--- src/rtl/nsd_pkg.sv ---
package nsd_pkg;
  // longest debounce period selectable, in visits
  function automatic int unsigned period_max(input int unsigned base, input int unsigned sel_w);
    return base << ((1 << sel_w) - 1);
  endfunction

  // bits needed to hold a run length up to maxv
  function automatic int unsigned cnt_bits(input int unsigned maxv);
    return $clog2(maxv + 1);
  endfunction
endpackage

--- src/rtl/nsd_sequencer.sv ---
module nsd_sequencer #(
  parameter int NNIB  = 8,
  parameter int PTR_W = 3
) (
  input  logic             clk,
  input  logic             rst_n,
  input  logic             run,
  output logic [PTR_W-1:0] ptr,
  output logic             halted,
  output logic [NNIB-1:0]  visit
);
  localparam logic [PTR_W-1:0] LAST = PTR_W'(NNIB - 1);

  always_ff @(posedge clk) begin
    if (!rst_n) begin
      ptr    <= '0;
      halted <= 1'b0;
    end else if (halted) begin
      if (run) halted <= 1'b0;
    end else if (ptr == LAST) begin
      ptr    <= '0;
      halted <= !run;
    end else begin
      ptr <= ptr + 1'b1;
    end
  end

  for (genvar n = 0; n < NNIB; n++) begin : g_visit
    assign visit[n] = !halted && (ptr == PTR_W'(n));
  end
endmodule

--- src/rtl/nsd_nibble_filter.sv ---
module nsd_nibble_filter #(
  parameter int W     = 4,
  parameter int CNT_W = 4
) (
  input  logic             clk,
  input  logic             rst_n,
  input  logic             visit,
  input  logic [W-1:0]     raw,
  input  logic [CNT_W-1:0] period,
  output logic [W-1:0]     img,
  output logic [W-1:0]     accept
);
  localparam logic [CNT_W-1:0] CSAT = '1;

  for (genvar i = 0; i < W; i++) begin : g_line
    logic             cand;
    logic [CNT_W-1:0] run_len_q;
    logic [CNT_W-1:0] run_len_d;

    always_comb begin
      if (raw[i] != cand)          run_len_d = CNT_W'(1);
      else if (run_len_q == CSAT)  run_len_d = CSAT;
      else                         run_len_d = run_len_q + 1'b1;
    end

    assign accept[i] = visit && (run_len_d >= period) && (raw[i] != img[i]);

    always_ff @(posedge clk) begin
      if (!rst_n) begin
        cand      <= raw[i];
        img[i]    <= raw[i];
        run_len_q <= '0;
      end else if (visit) begin
        cand      <= raw[i];
        run_len_q <= run_len_d;
        if (accept[i]) img[i] <= raw[i];
      end
    end
  end
endmodule

--- src/rtl/nsd_change_bank.sv ---
module nsd_change_bank #(
  parameter int NPORT  = 4,
  parameter int PORT_W = 8,
  parameter int RSEL_W = 2
) (
  input  logic                    clk,
  input  logic                    rst_n,
  input  logic [NPORT*PORT_W-1:0] set_mask,
  input  logic                    rd_clr,
  input  logic [RSEL_W-1:0]       rd_sel,
  output logic [NPORT*PORT_W-1:0] chg,
  output logic [NPORT-1:0]        chg_any
);
  localparam int NCH = NPORT * PORT_W;

  logic [NCH-1:0] clr_mask;

  for (genvar p = 0; p < NPORT; p++) begin : g_port
    assign clr_mask[p*PORT_W +: PORT_W] = {PORT_W{rd_clr && (rd_sel == RSEL_W'(p))}};
    assign chg_any[p] = |chg[p*PORT_W +: PORT_W];
  end

  always_ff @(posedge clk) begin
    if (!rst_n) chg <= '0;
    else        chg <= (chg & ~clr_mask) | set_mask;
  end
endmodule

--- src/rtl/nibble_scan_detector.sv ---
module nibble_scan_detector #(
  parameter int NPORT    = 4,
  parameter int PORT_W   = 8,
  parameter int NIB_W    = 4,
  parameter int DB_SEL_W = 2,
  parameter int DB_BASE  = 1
) (
  input  logic                      clk,
  input  logic                      rst_n,
  input  logic [NPORT*PORT_W-1:0]   raw_in,
  input  logic [DB_SEL_W-1:0]       db_sel,
  input  logic                      run,
  input  logic [$clog2(NPORT)-1:0]  rd_sel,
  input  logic                      rd_clr,
  output logic [PORT_W-1:0]         data_rd,
  output logic [PORT_W-1:0]         chg_rd,
  output logic [NPORT-1:0]          chg_any,
  output logic                      halted
);
  localparam int NCH    = NPORT * PORT_W;
  localparam int NNIB   = NCH / NIB_W;
  localparam int PTR_W  = $clog2(NNIB);
  localparam int RSEL_W = $clog2(NPORT);
  localparam int PMAX   = nsd_pkg::period_max(DB_BASE, DB_SEL_W);
  localparam int CNT_W  = nsd_pkg::cnt_bits(PMAX);

  logic [PTR_W-1:0] ptr;
  logic [NNIB-1:0]  visit;
  logic [NCH-1:0]   img_all;
  logic [NCH-1:0]   set_all;
  logic [NCH-1:0]   chg_all;
  logic [CNT_W-1:0] period;

  assign period = CNT_W'(DB_BASE) << db_sel;

  nsd_sequencer #(.NNIB(NNIB), .PTR_W(PTR_W)) u_seq (
    .clk(clk), .rst_n(rst_n), .run(run),
    .ptr(ptr), .halted(halted), .visit(visit)
  );

  for (genvar n = 0; n < NNIB; n++) begin : g_nib
    nsd_nibble_filter #(.W(NIB_W), .CNT_W(CNT_W)) u_flt (
      .clk(clk), .rst_n(rst_n), .visit(visit[n]),
      .raw(raw_in[n*NIB_W +: NIB_W]), .period(period),
      .img(img_all[n*NIB_W +: NIB_W]), .accept(set_all[n*NIB_W +: NIB_W])
    );
  end

  nsd_change_bank #(.NPORT(NPORT), .PORT_W(PORT_W), .RSEL_W(RSEL_W)) u_chg (
    .clk(clk), .rst_n(rst_n), .set_mask(set_all),
    .rd_clr(rd_clr), .rd_sel(rd_sel),
    .chg(chg_all), .chg_any(chg_any)
  );

  assign data_rd = img_all[rd_sel*PORT_W +: PORT_W];
  assign chg_rd  = chg_all[rd_sel*PORT_W +: PORT_W];
endmodule

--- config.mk ---
export PLATFORM = sky130hd
export DESIGN_NAME = nibble_scan_detector
export DESIGN_NICKNAME = d
export VERILOG_FILES = /design/src/rtl/nsd_pkg.sv /design/src/rtl/nsd_sequencer.sv /design/src/rtl/nsd_nibble_filter.sv /design/src/rtl/nsd_change_bank.sv /design/src/rtl/nibble_scan_detector.sv
export SDC_FILE = /design/constraint.sdc
export NUM_CORES = 1
export LEC_CHECK = 0
export ABC_AREA = 1
export BUFFER_PORTS_ARGS = -buffer_cell sky130_fd_sc_hd__buf_4
export CORE_UTILIZATION = 30
export DETAILED_ROUTE_END_ITERATION = 10
export MAX_ROUTING_LAYER = met4
export PLACE_DENSITY = 0.42
export SLEW_MARGIN = 20
export SYNTH_ARGS = -nofsm -noshare
export SYNTH_HDL_FRONTEND = slang
export SYNTH_SLANG_ARGS = --single-unit
--- constraint.sdc ---
create_clock -name clk -period 2.3 [get_ports clk]
set_input_delay 0.23 -clock clk [delete_from_list [all_inputs] [get_ports clk]]
set_output_delay 0.23 -clock clk [all_outputs]
set_load 0.02 [all_outputs]
==> results summary, run 1 <==
The worst clock skew is 0.0214 ns. The count of endpoints failing hold in the final timing report came out at 0. The mean instance size in the synthesized netlist is 7.53 sq um. Routability-driven placement finished with a final weighted congestion of 0.821.

The number of synthesized flops with an enable pin is 64. The sequential share of the synthesized area is 36.1%. The slowest stage of the critical path belongs to the cell nor4_1.

The placement row count came out at 79. After legalization and detailed placement, the total HPWL measured 28.1 mm. The post-detailed-route via-to-cell ratio is 4.67. The clock passes through at most 3 buffers. The library cell used most frequently in the layout, excluding fill and tap cells, is nand2_1.

The wire length per cell is 14.7 um. The number of global-route vias before repair is 11,600. The number of violations reported at the end of detailed-routing iteration 0 is 693. The number of CTS-inserted buffers came out at 30.

The beginning of the critical path is u_chg.chg[7]. The worst hold path belongs to the class input pin to register. The pin count of the biggest net entering global routing is 36.

In this run the worst path has a maximum fanout of 3. The cell at the root of the clock tree is clkbuf_16. The first global-routing pass estimated 63.3 mm of wire.

The total power came out at 10.5 mW. The achievable clock frequency is 0.488 GHz. The worst setup path is of the register to primary output kind. Clock-pin slew was measured on the worst setup and hold paths at 0.06 ns. The number of antenna violations at the first check in global routing came to 0. The first TritonRoute pass finished after 5 iterations.

STA classifies the critical path startpoint as a register. The flow ran to the end, and the final reports show no timing, DRC or antenna violations. The initial utilization of the core area, before any placement, comes to 30.7%. The routed wire length came out at 39.3 mm. Buffers placed on the I/O ports in this run total 60. Setup repair after global routing left no endpoint under its margin. The worst supply voltage drop on vdd came out at 498 uV. The fraction of registers with async set or reset after synthesis came out at 0%. The critical path depth came out at 3. Counting every sink on the clock net gives 228. The growth of design area from synthesis to finish is 17.5%. The setup total negative slack came out at 0 ns.

Measured in cells, the most critical reg-to-reg path has a length of 13. The category of the worst setup path capture point is a primary output. At the pin with the least slew margin, the transition time is 0.728 ns.

The final cycle utilization of the critical path came out at 89.2%. The die extent in x came out at 221 um. The dominant synthesized flop cell is dfxtp_1. In this run the number of H-tree levels came out at 1. For the worst setup path, the data required time is 2.07 ns. The final critical path time including I/O delays and setup is 2.05 ns. The residual overflow from global routing came out at 0. In the layout the commonest cells are 487 x nand2_1, 302 x inv_1, 199 x o21ai_0, 166 x ha_1, 164 x dfxtp_1. The capturing instance or port of the critical path is chg_any[0]. Grouping stages by cell kind, the critical path spends the most delay in simple AND/OR/NAND/NOR gates. The count of final max-slew check failures came to 0. The final-stage net count is 2,239. The launch point of the worst reg-to-reg path is g_nib[6].u_flt.g_line[1].run_len_q[0]. The endpoint identified for the worst register-to-register timing path is g_nib[6].u_flt.img[1]. The die height came out at 221 um. Across the whole layout, storage elements account for 5200 sq um. The synthesized netlist contains 34 unique library cells. The number of remaining DRC errors is 0.

In this run the static leakage power is 8.23 nW. The die covers 48,900 sq um. The worst endpoint data arrival time is 1.82 ns. The share of final-layout standard cells stronger than drive strength 1 is 7.83%. The post-CTS resize count is 0.

61 I/O pins were placed. The residual antenna-violating net count after detailed routing is 0. For this block, the via count after detailed routing is 12,500.

The setup slack of the worst register-to-register path came out at 0.30 ns. Max-cap violations in this run came to 0. Setup violations remaining at the end of the flow were counted as 0. The relative slew slack came out at 51.4%. The buffer and inverter count on the worst path came out at 1. The number of warnings issued by yosys is 0. The multi-input combinational cell area is 7840 sq um. The post-synthesis net count came out at 2,121.

The flip-flop and latch count after synthesis came out at 228. The number of fill cells in the layout came out at 4,840. TritonCTS built the clock tree. The clock latency at the later pin of the worst-skew pair came out at 0.58 ns. The gate count of the mapped netlist came out at 1,915. The cell area that synthesis handed to floorplanning was 14,400 sq um. The critical path goes through nor4_1 > nand2_1 > buf_4.

The number of antenna repair diodes came out at 0. The worst stage delay on the critical path came out at 0.50 ns. The global-route usage over all layers came out at 16.6%. The core box area is 47,000 sq um. The power per cell area came out at 621 nW/um^2.
==> through the flow <==
stage | utilization (%) | std cells | hold WS, ns | area, sq um | setup slack, ns
after global routing | 36.1 | 2664 | 0.123 | 16900 | 0.0437
after CTS | 36.1 | 2664 | 0.106 | 16900 | 0.219
after detailed placement | 33.3 | 2575 | 0.426 | 15700 | 0.267
after global placement | 33.3 | 2575 | 0.427 | 15700 | 0.273
after floorplan | - | 1915 | 0.307 | 14400 | 0.384
final | 36.1 | 2664 | 0.134 | 16900 | 0.249
==> how the worst min path moves through the flow <==
stage	startpoint	endpoint	slack, ns	depth (start not counted)
finish	rst_n	u_seq.ptr[2]	0.13	3
CTS	rst_n	u_seq.ptr[2]	0.11	3
floorplan	run	u_seq.halted	0.31	1
detailed placement	run	u_seq.halted	0.43	2
global placement	run	u_seq.halted	0.43	2
global route	rst_n	u_seq.ptr[2]	0.12	3
==> worst register-to-register path: cells and delay by family, from the launching register on <==
family / cells / cell delay [ns]
and+or+nand+nor: 6 / 0.45
DFF: 1 / 0.41
AOI/OAI and AO/OA: 2 / 0.24
adders and majority gates: 2 / 0.45
buffers and inverters: 3 / 0.17
==> power by group <==
part | internal (mW) | switching (mW) | total (mW)
clock network | 2.76 | 1.87 | 4.63
registers | 4.30 | 0.147 | 4.45
logic | 0.556 | 0.891 | 1.45
total | 7.62 | 2.91 | 10.5
==> Yosys cell counts (2+ instances only) <==
| library cell | instances | share of area (%) |
|---|---|---|
| clkbuf_1 | 7 | 0.18 |
| nor2_2 | 2 | 0.087 |
| dfxtp_1 | 164 | 23 |
| edfxtp_1 | 64 | 13 |
| nand4_1 | 52 | 2.3 |
| buf_6 | 10 | 0.78 |
| inv_1 | 302 | 7.9 |
| nand3b_1 | 32 | 1.7 |
| o21ai_0 | 199 | 6.9 |
| nand3_4 | 3 | 0.36 |
| a22oi_1 | 26 | 1.4 |
| nor2_1 | 76 | 2.0 |
| o21ai_1 | 4 | 0.14 |
| nand2_4 | 2 | 0.16 |
| or2_2 | 9 | 0.39 |
| inv_2 | 8 | 0.21 |
| nand2_2 | 6 | 0.26 |
| o22ai_1 | 5 | 0.22 |
| ha_1 | 166 | 14 |
| buf_4 | 2 | 0.10 |
| nand2_1 | 489 | 13 |
| nor3_1 | 2 | 0.069 |
| nor4_1 | 8 | 0.35 |
| nand3_1 | 118 | 4.1 |
| nor3b_1 | 2 | 0.10 |
| xnor2_1 | 64 | 3.9 |
| inv_4 | 2 | 0.087 |
| a21oi_1 | 75 | 2.6 |
| buf_2 | 10 | 0.35 |
| o211ai_1 | 2 | 0.10 |
==> per-layer routing <==
| layer | track usage, % | part of all wire (%) | vias up |
|---|---|---|---|
| li1 | - | - | 6574 |
| met1 | 22.5 | 50 | 5641 |
| met2 | 25.4 | 43 | 171 |
| met3 | 2.60 | 4.1 | 64 |
| met4 | 4.74 | 2.8 | 0 |
| met5 | - | 0 | - |
==> flip-flops by register name (all words and copies together) (netlist names) <==
register and cells:
u_seq.halted 1, g_nib.u_flt.g_line.cand 32, u_seq.ptr 3, g_nib.u_flt.g_line.run_len_q 128, u_chg.chg 32, g_nib.u_flt.img 32
==> final cells by class <==
type                    instances  area share, %
clock inverters                 8          0.362
repair buffers                116           5.92
flip-flops and latches        228           30.7
clock buffers                  48           5.31
multi-input cells            1344           46.2
well taps                     607           4.48
inverters                     313           6.96
==> cell families (layout without fill, tap and decap cells) <==
| kind of cell | Yosys count | after routing | share of synthesized area [%] |
|---|---|---|---|
| simple gates | 802 | 802 | 24.6 |
| compound gates | 312 | 312 | 11.4 |
| flops | 228 | 228 | 36.1 |
| xor+xnor | 64 | 64 | 3.89 |
| fa+ha+maj | 166 | 166 | 14.4 |
| buf+inv | 343 | 485 | 9.63 |
==> repair_timing <==
action | 4_1_cts | 5_1_grt
hold buffers | 33 | 0
buffers inserted | 0 | 0
hold endpoints to repair | 65 | 0
No activity file was read; power rests on OpenSTA's default activity.
==> run 2: changes to the inputs <==
==> constraint.sdc (replaced) <==
create_clock -name clk -period 2.3 [get_ports clk]
set_input_delay 0.46 -clock clk [delete_from_list [all_inputs] [get_ports clk]]
set_output_delay 0.46 -clock clk [all_outputs]
set_load 0.02 [all_outputs]
==> run 2 against run 1 <==
  * Largest cell class unchanged
  * Highest routed layer unchanged
  * Non-clock buffer count down 24
  * Flip-flop and latch count stayed put
  * Clock skew shrank 0.011 ns
  * Sequential power is essentially flat
  * Final area is 1.4% lower
  * Power shrank 0.12%
  * Worst hold slack got worse by 0.042 ns
  * Fmax shrank 5.8%
  * Combinational power about the same
  * Critical path depth unchanged
==> results summary, run 2 (synthesis gave the netlist of run 1 again) <==
The worst supply voltage drop on vdd was 514 uV (was 498 uV). The core box area came to 47,000 sq um (unchanged). The achievable clock frequency came out at 0.459 GHz (was 0.488 GHz). The top register by number of flip-flops was g_nib.u_flt.g_line.run_len_q (unchanged). The die extent in x came out at 221 um (unchanged). Status: completed (unchanged). The multi-input combinational cell area came out at 7840 sq um (about the same). The number of flip-flops under the largest register name is 128 (unchanged). The category of the worst setup path capture point is a primary output (unchanged). The number of antenna violations at the first check in global routing was 0 (unchanged). The count of clock tree sinks is 228 (unchanged). The starting density of the core was 30.7% (unchanged). The fraction of power spent switching nets came to 28.1% (was 27.6%). The number of violations reported at the end of detailed-routing iteration 0 came out at 620 (was 693). The depth of the worst register-to-register path was 12 (was 13). The maximum fanout along the worst path came out at 2 (was 3). The clock-pin transition on the worst setup and hold timing paths is 0.06 ns (about the same).

The most common library cell in the layout ignoring fill and taps is nand2_1 (unchanged). The count of endpoints failing hold in the final timing report came out at 0 (unchanged). The kind of critical path was register to primary output (unchanged).

The TritonCTS clock tree is yes (unchanged). The wire length per cell came out at 15.2 um (was 14.7 um). The die area came out at 48,900 sq um (unchanged). The vias after detailed routing came out at 12,400 (was 12,500). The data required time at the worst endpoint came out at 1.84 ns (was 2.07 ns). The residual overflow from global routing came out at 0 (unchanged). The detailed placer's ending HPWL came out at 29.3 mm (was 28.1 mm). The post-CTS setup buffer count came to 0 (unchanged). Most frequent cells in the layout: 487 x nand2_1, 302 x inv_1, 199 x o21ai_0, 166 x ha_1, 164 x dfxtp_1 (unchanged).

The worst min-delay path category was input pin to register (unchanged). The number of antenna repair diodes came out at 0 (unchanged). The power spent charging and discharging nets is 2.95 mW (was 2.91 mW). Setup repair after global routing missed its margin: no (unchanged). The share of final-layout standard cells stronger than drive strength 1 came out at 8.75% (was 7.83%).

The number of fill cells in the layout is 4,924 (was 4,840). The sequential standard cell area came out at 5200 sq um (unchanged). The sort of element at the start of the critical path is a register (unchanged). The residual antenna-violating net count after detailed routing came out at 0 (unchanged). The cell at the root of the clock tree is clkbuf_16 (unchanged). The number of port buffers came out at 60 (unchanged).

The core utilization of the finished layout came out at 35.6% (was 36.1%). The routability congestion estimate from global placement came to 0.793 (was 0.821). The final cycle utilization of the critical path came out at 94.7% (was 89.2%).

The global-route usage over all layers is 16.8% (was 16.6%). The number of remaining DRC errors came out at 0 (unchanged). The pin count of the biggest net entering global routing was 36 (unchanged). The setup total negative slack came out at 0 ns (unchanged). The worst endpoint data arrival time is 1.72 ns (was 1.82 ns). The share of total power in the clock network is 44.0% (about the same). The growth of design area from synthesis to finish is 15.9% (was 17.5%). The die height was 221 um (unchanged). The number of maximum-capacitance constraint violations is 0 (unchanged). The maximum level of the CTS H-tree came to 1 (unchanged). The clock latency at the later pin of the worst-skew pair is 0.57 ns (was 0.58 ns). The maximum clock insertion buffer count is 3 (unchanged).

The capturing point of the worst reg2reg path is g_nib[5].u_flt.img[0] (was g_nib[6].u_flt.img[1]). The launch point of the worst reg-to-reg path was g_nib[5].u_flt.g_line[0].run_len_q[0] (was g_nib[6].u_flt.g_line[1].run_len_q[0]). The total leakage power came to 8.15 nW (was 8.23 nW). The count of endpoints failing setup in the final report was 0 (unchanged). The critical hold path startpoint was run (was rst_n).

The count of final max-slew check failures was 0 (unchanged). The final-stage net count came out at 2,216 (was 2,239). The placement row count came to 79 (unchanged).

The count of cells along the worst hold path came out at 2 (was 3). The setup slack of the worst register-to-register path is 0.24 ns (was 0.30 ns). The final critical path time including I/O delays and setup is 2.18 ns (was 2.05 ns). The number of global-route vias before repair was 11,700 (was 11,600). The post-CTS resize count came out at 1 (was 0). The sequential group share of total power was 42.4% (was 42.3%). The worst clock skew came out at 0.0105 ns (was 0.0214 ns).

The combinational cell fraction of total power was 13.6% (was 13.7%). The hold-fix buffer count after cts is 0 (was 33). The post-detailed-route via-to-cell ratio came out at 4.71 (was 4.67). The number of CTS-inserted buffers was 31 (was 30). The wire length of the first global-routing pass is 63.8 mm (was 63.3 mm).

The first-pass iteration count of the detailed router is 5 (unchanged). The cell-internal power is 7.56 mW (was 7.62 mW). The terminating pin of the worst hold path is u_seq.halted (was u_seq.ptr[2]). The I/O pin total is 61 (unchanged). The routed wire length is 40.3 mm (was 39.3 mm). The power per cell area came out at 629 nW/um^2 (was 621 nW/um^2). The slew at the pin closest to its max-slew limit is 0.818 ns (was 0.728 ns). The relative slew slack is 45.4% (was 51.4%).
==> run 2: through the flow <==
step / setup WS (ns) / power [mW] / hold slack [ns] / instance area, sq um / instances
floorplan: 0.154 / 5.41 / 0.450 / 14400 / 1915
global placement: 0.110 / 5.98 / 0.470 / 15700 / 2584
detailed placement: 0.0729 / 6.00 / 0.477 / 15700 / 2584
CTS: 0.103 / 10.7 / 0.0542 / 16700 / 2641
global route: 0.0675 / 11.1 / 0.0574 / 16700 / 2641
finish: 0.123 / 10.5 / 0.0917 / 16700 / 2641
==> run 2: worst max-delay path by stage <==
stage | start | to | cells after the start
after global placement | db_sel[1] | u_chg.chg[3] | 12
final | g_nib[0].u_flt.img[2] | data_rd[2] | 3
after floorplan | db_sel[1] | g_nib[0].u_flt.img[3] | 9
after CTS | u_chg.chg[6] | chg_any[0] | 3
after global routing | u_chg.chg[19] | chg_any[2] | 3
after detailed placement | db_sel[1] | g_nib[0].u_flt.img[3] | 11
==> run 2: cell type report <==
type	instances	share of cell area, %
Sequential cell	228	31.2
Clock buffer	40	5.14
Clock inverter	17	0.659
Timing Repair Buffer	92	4.51
Inverter	313	7.06
Tap cell	607	4.55
Multi-Input combinational cell	1344	46.9
==> run 2: worst max-delay path: stages (launching register included) <==
cell and delay (ns):
edfxtp_1 0.45, a22oi_1 0.21, nand3_1 0.24, buf_4 0.24
==> run 2: power by group through the flow <==
stage	Combinational, mW	Clock (mW)	Sequential, mW
final	1.43	4.62	4.46
after global routing	1.62	4.97	4.48
after CTS	1.46	4.79	4.46
after detailed placement	1.46	0	4.54
after global placement	1.44	0	4.54
after floorplan	0.930	0	4.48
==> run 2: routing by layer <==
layer  global-route usage (%)  share of wire, %  routed length [um]
met5                        -                 0                   0
met4                     4.87               2.4                 982
met3                     2.71               4.2                1680
met2                     26.1                44               17600
met1                     22.4                50               20000
==> run 3: changes to the inputs <==
Settings changed: CAP_MARGIN from default to 20, REMOVE_ABC_BUFFERS from default to 1.
==> run 3 against run 2 <==
  * Non-clock buffer count decreased by 4
  * Final area fell by 0.40%
  * Register-to-register slack improved by 0.06 ns
  * Critical path type unchanged
  * Largest cell class unchanged
  * Flip-flop and latch count unchanged
  * Critical path depth is the same
  * Global-route usage decreased by 0.50 points
==> results summary, run 3 (synthesis gave the netlist of run 1 again) <==
Status: completed (unchanged). The achievable clock frequency was 0.448 GHz (was 0.459 GHz). The final worst hold slack is 0.0963 ns (was 0.0917 ns).

The number of violations reported at the end of detailed-routing iteration 0 came out at 677 (was 620). The global-route usage over all layers came out at 16.3% (was 16.8%). The number of antenna violations at the first check in global routing came out at 0 (unchanged). The final cycle utilization of the critical path is 97.0% (was 94.7%).

The number of remaining DRC errors is 0 (unchanged). The number of maximum-capacitance constraint violations came out at 0 (unchanged). The cell at the root of the clock tree is clkbuf_16 (unchanged). The kind of critical path is register to primary output (unchanged). The wire length of the first global-routing pass is 62.9 mm (was 63.8 mm). The relative slew slack came out at 47.2% (was 45.4%). The core box area came out at 47,000 sq um (unchanged). The pin count of the biggest net entering global routing is 36 (unchanged). The first-pass iteration count of the detailed router came out at 5 (unchanged). The final-stage net count was 2,211 (was 2,216).

The number of antenna repair diodes is 0 (unchanged). The wire length per cell came out at 14.5 um (was 15.2 um). The category of the worst setup path capture point is a primary output (unchanged).

The die extent in x came out at 221 um (unchanged). The count of endpoints failing setup in the final report came out at 0 (unchanged). The TritonCTS clock tree is yes (unchanged).

The detailed placer's ending HPWL came out at 27.8 mm (was 29.3 mm). The growth of design area from synthesis to finish is 15.4% (was 15.9%). The placement row count came to 79 (unchanged). The routed wire length is 38.3 mm (was 40.3 mm). The post-detailed-route via-to-cell ratio came out at 4.63 (was 4.71).

The maximum fanout along the worst path is 3 (was 2). The setup total negative slack came to 0 ns (unchanged). The count of endpoints failing hold in the final timing report came to 0 (unchanged).

The worst supply voltage drop on vdd was 498 uV (was 514 uV). The share of final-layout standard cells stronger than drive strength 1 came out at 8.28% (was 8.75%). The count of final max-slew check failures came out at 0 (unchanged).

The power per cell area is 620 nW/um^2 (was 629 nW/um^2). The residual overflow from global routing was 0 (unchanged). Setup repair after global routing missed its margin: no (unchanged). The top register by number of flip-flops is g_nib.u_flt.g_line.run_len_q (unchanged). The number of CTS-inserted buffers came out at 30 (was 31). Most frequent cells in the layout: 487 x nand2_1, 302 x inv_1, 199 x o21ai_0, 166 x ha_1, 164 x dfxtp_1 (unchanged). The routability congestion estimate from global placement came out at 0.802 (was 0.793). The number of cells in the design after placement is 2,580 (was 2,584). The vias after detailed routing came out at 12,200 (was 12,400). The number of global-route vias before repair is 11,800 (was 11,700).

The final critical path time including I/O delays and setup is 2.23 ns (was 2.18 ns). The sort of element at the start of the critical path is a register (unchanged). The worst endpoint data arrival time came out at 1.77 ns (was 1.72 ns). The most common library cell in the layout ignoring fill and taps is nand2_1 (unchanged). The starting density of the core is 30.7% (unchanged). The maximum clock insertion buffer count came out at 3 (unchanged). The number of flip-flops under the largest register name is 128 (unchanged). The maximum level of the CTS H-tree is 1 (unchanged). The clock latency at the later pin of the worst-skew pair came to 0.57 ns (about the same). The die height is 221 um (unchanged). The total leakage power is 8.11 nW (was 8.15 nW).

The worst clock skew came to 0.0170 ns (was 0.0105 ns). The die area came out at 48,900 sq um (unchanged). The data required time at the worst endpoint came out at 1.84 ns (about the same). The count of clock tree sinks came to 228 (unchanged).

The residual antenna-violating net count after detailed routing is 0 (unchanged). The I/O pin total came out at 61 (unchanged). The clock-pin transition on the worst setup and hold timing paths is 0.06 ns (about the same). The slew at the pin closest to its max-slew limit came out at 0.791 ns (was 0.818 ns).

The count of non-filler cells in the finished layout came out at 2,636 (was 2,641). The worst min-delay path category was input pin to register (unchanged). The number of port buffers came to 60 (unchanged).
==> run 3: layout make-up <==
cell class,instances,area (sq um)
clock inverters,6,30.0
flip-flops and latches,228,5200
multi-input cells,1344,7850
repair buffers,88,723
well taps,607,759
clock buffers,50,897
fillers,4895,30300
inverters,313,1180
==> run 3: final timing paths <==
kind                                                       startpoint                                    end  slack, ns  cells after the start
worst max-delay path                                    u_chg.chg[22]                             chg_any[2]       0.07                      3
worst min register to register  g_nib[1].u_flt.g_line[2].run_len_q[3]  g_nib[1].u_flt.g_line[2].run_len_q[3]       0.48                      2
worst max register to register  g_nib[3].u_flt.g_line[1].run_len_q[0]                  g_nib[3].u_flt.img[1]       0.30                     12
worst min-delay path                                              run                           u_seq.halted        0.1                      2
==> run 3: layer usage <==
layer  share of wire, %  wire length, um  vias to the layer above  track usage (%)
li1                   -                -                     6526                -
met1                 51            19700                     5527             22.1
met2                 44            16900                      117             25.7
met3                2.7             1050                       46             1.83
met4                1.9              729                        0             4.51
met5                  0                0                        -                -
==> run 3: power by group <==
part	internal [mW]	leakage, nW	switching, mW
registers	4.30	1.96	0.143
clock network	2.63	0.458	1.84
logic	0.532	5.70	0.869
==> run 3: timing repair <==
item,CTS,global route
buffers inserted,0,0
endpoints found under the setup margin,2,0
hold buffers,0,0
resized for setup,2,0
==> run 3: critical path: stages, from the launching register on <==
cell,delay [ns]
dfxtp_1,0.35
nor4_2,0.41
nand2_1,0.22
buf_4,0.21
==> run 3: stage by stage <==
stage	cell area [sq um]	worst slack, ns	total power [mW]	utilization, %
global placement	15700	0.117	5.95	33.4
detailed placement	15700	0.110	5.96	33.4
floorplan	14200	-0.345	5.36	-
CTS	16600	0.0517	10.5	35.4
global route	16600	0.0309	10.9	35.4
finish	16600	0.0693	10.3	35.4
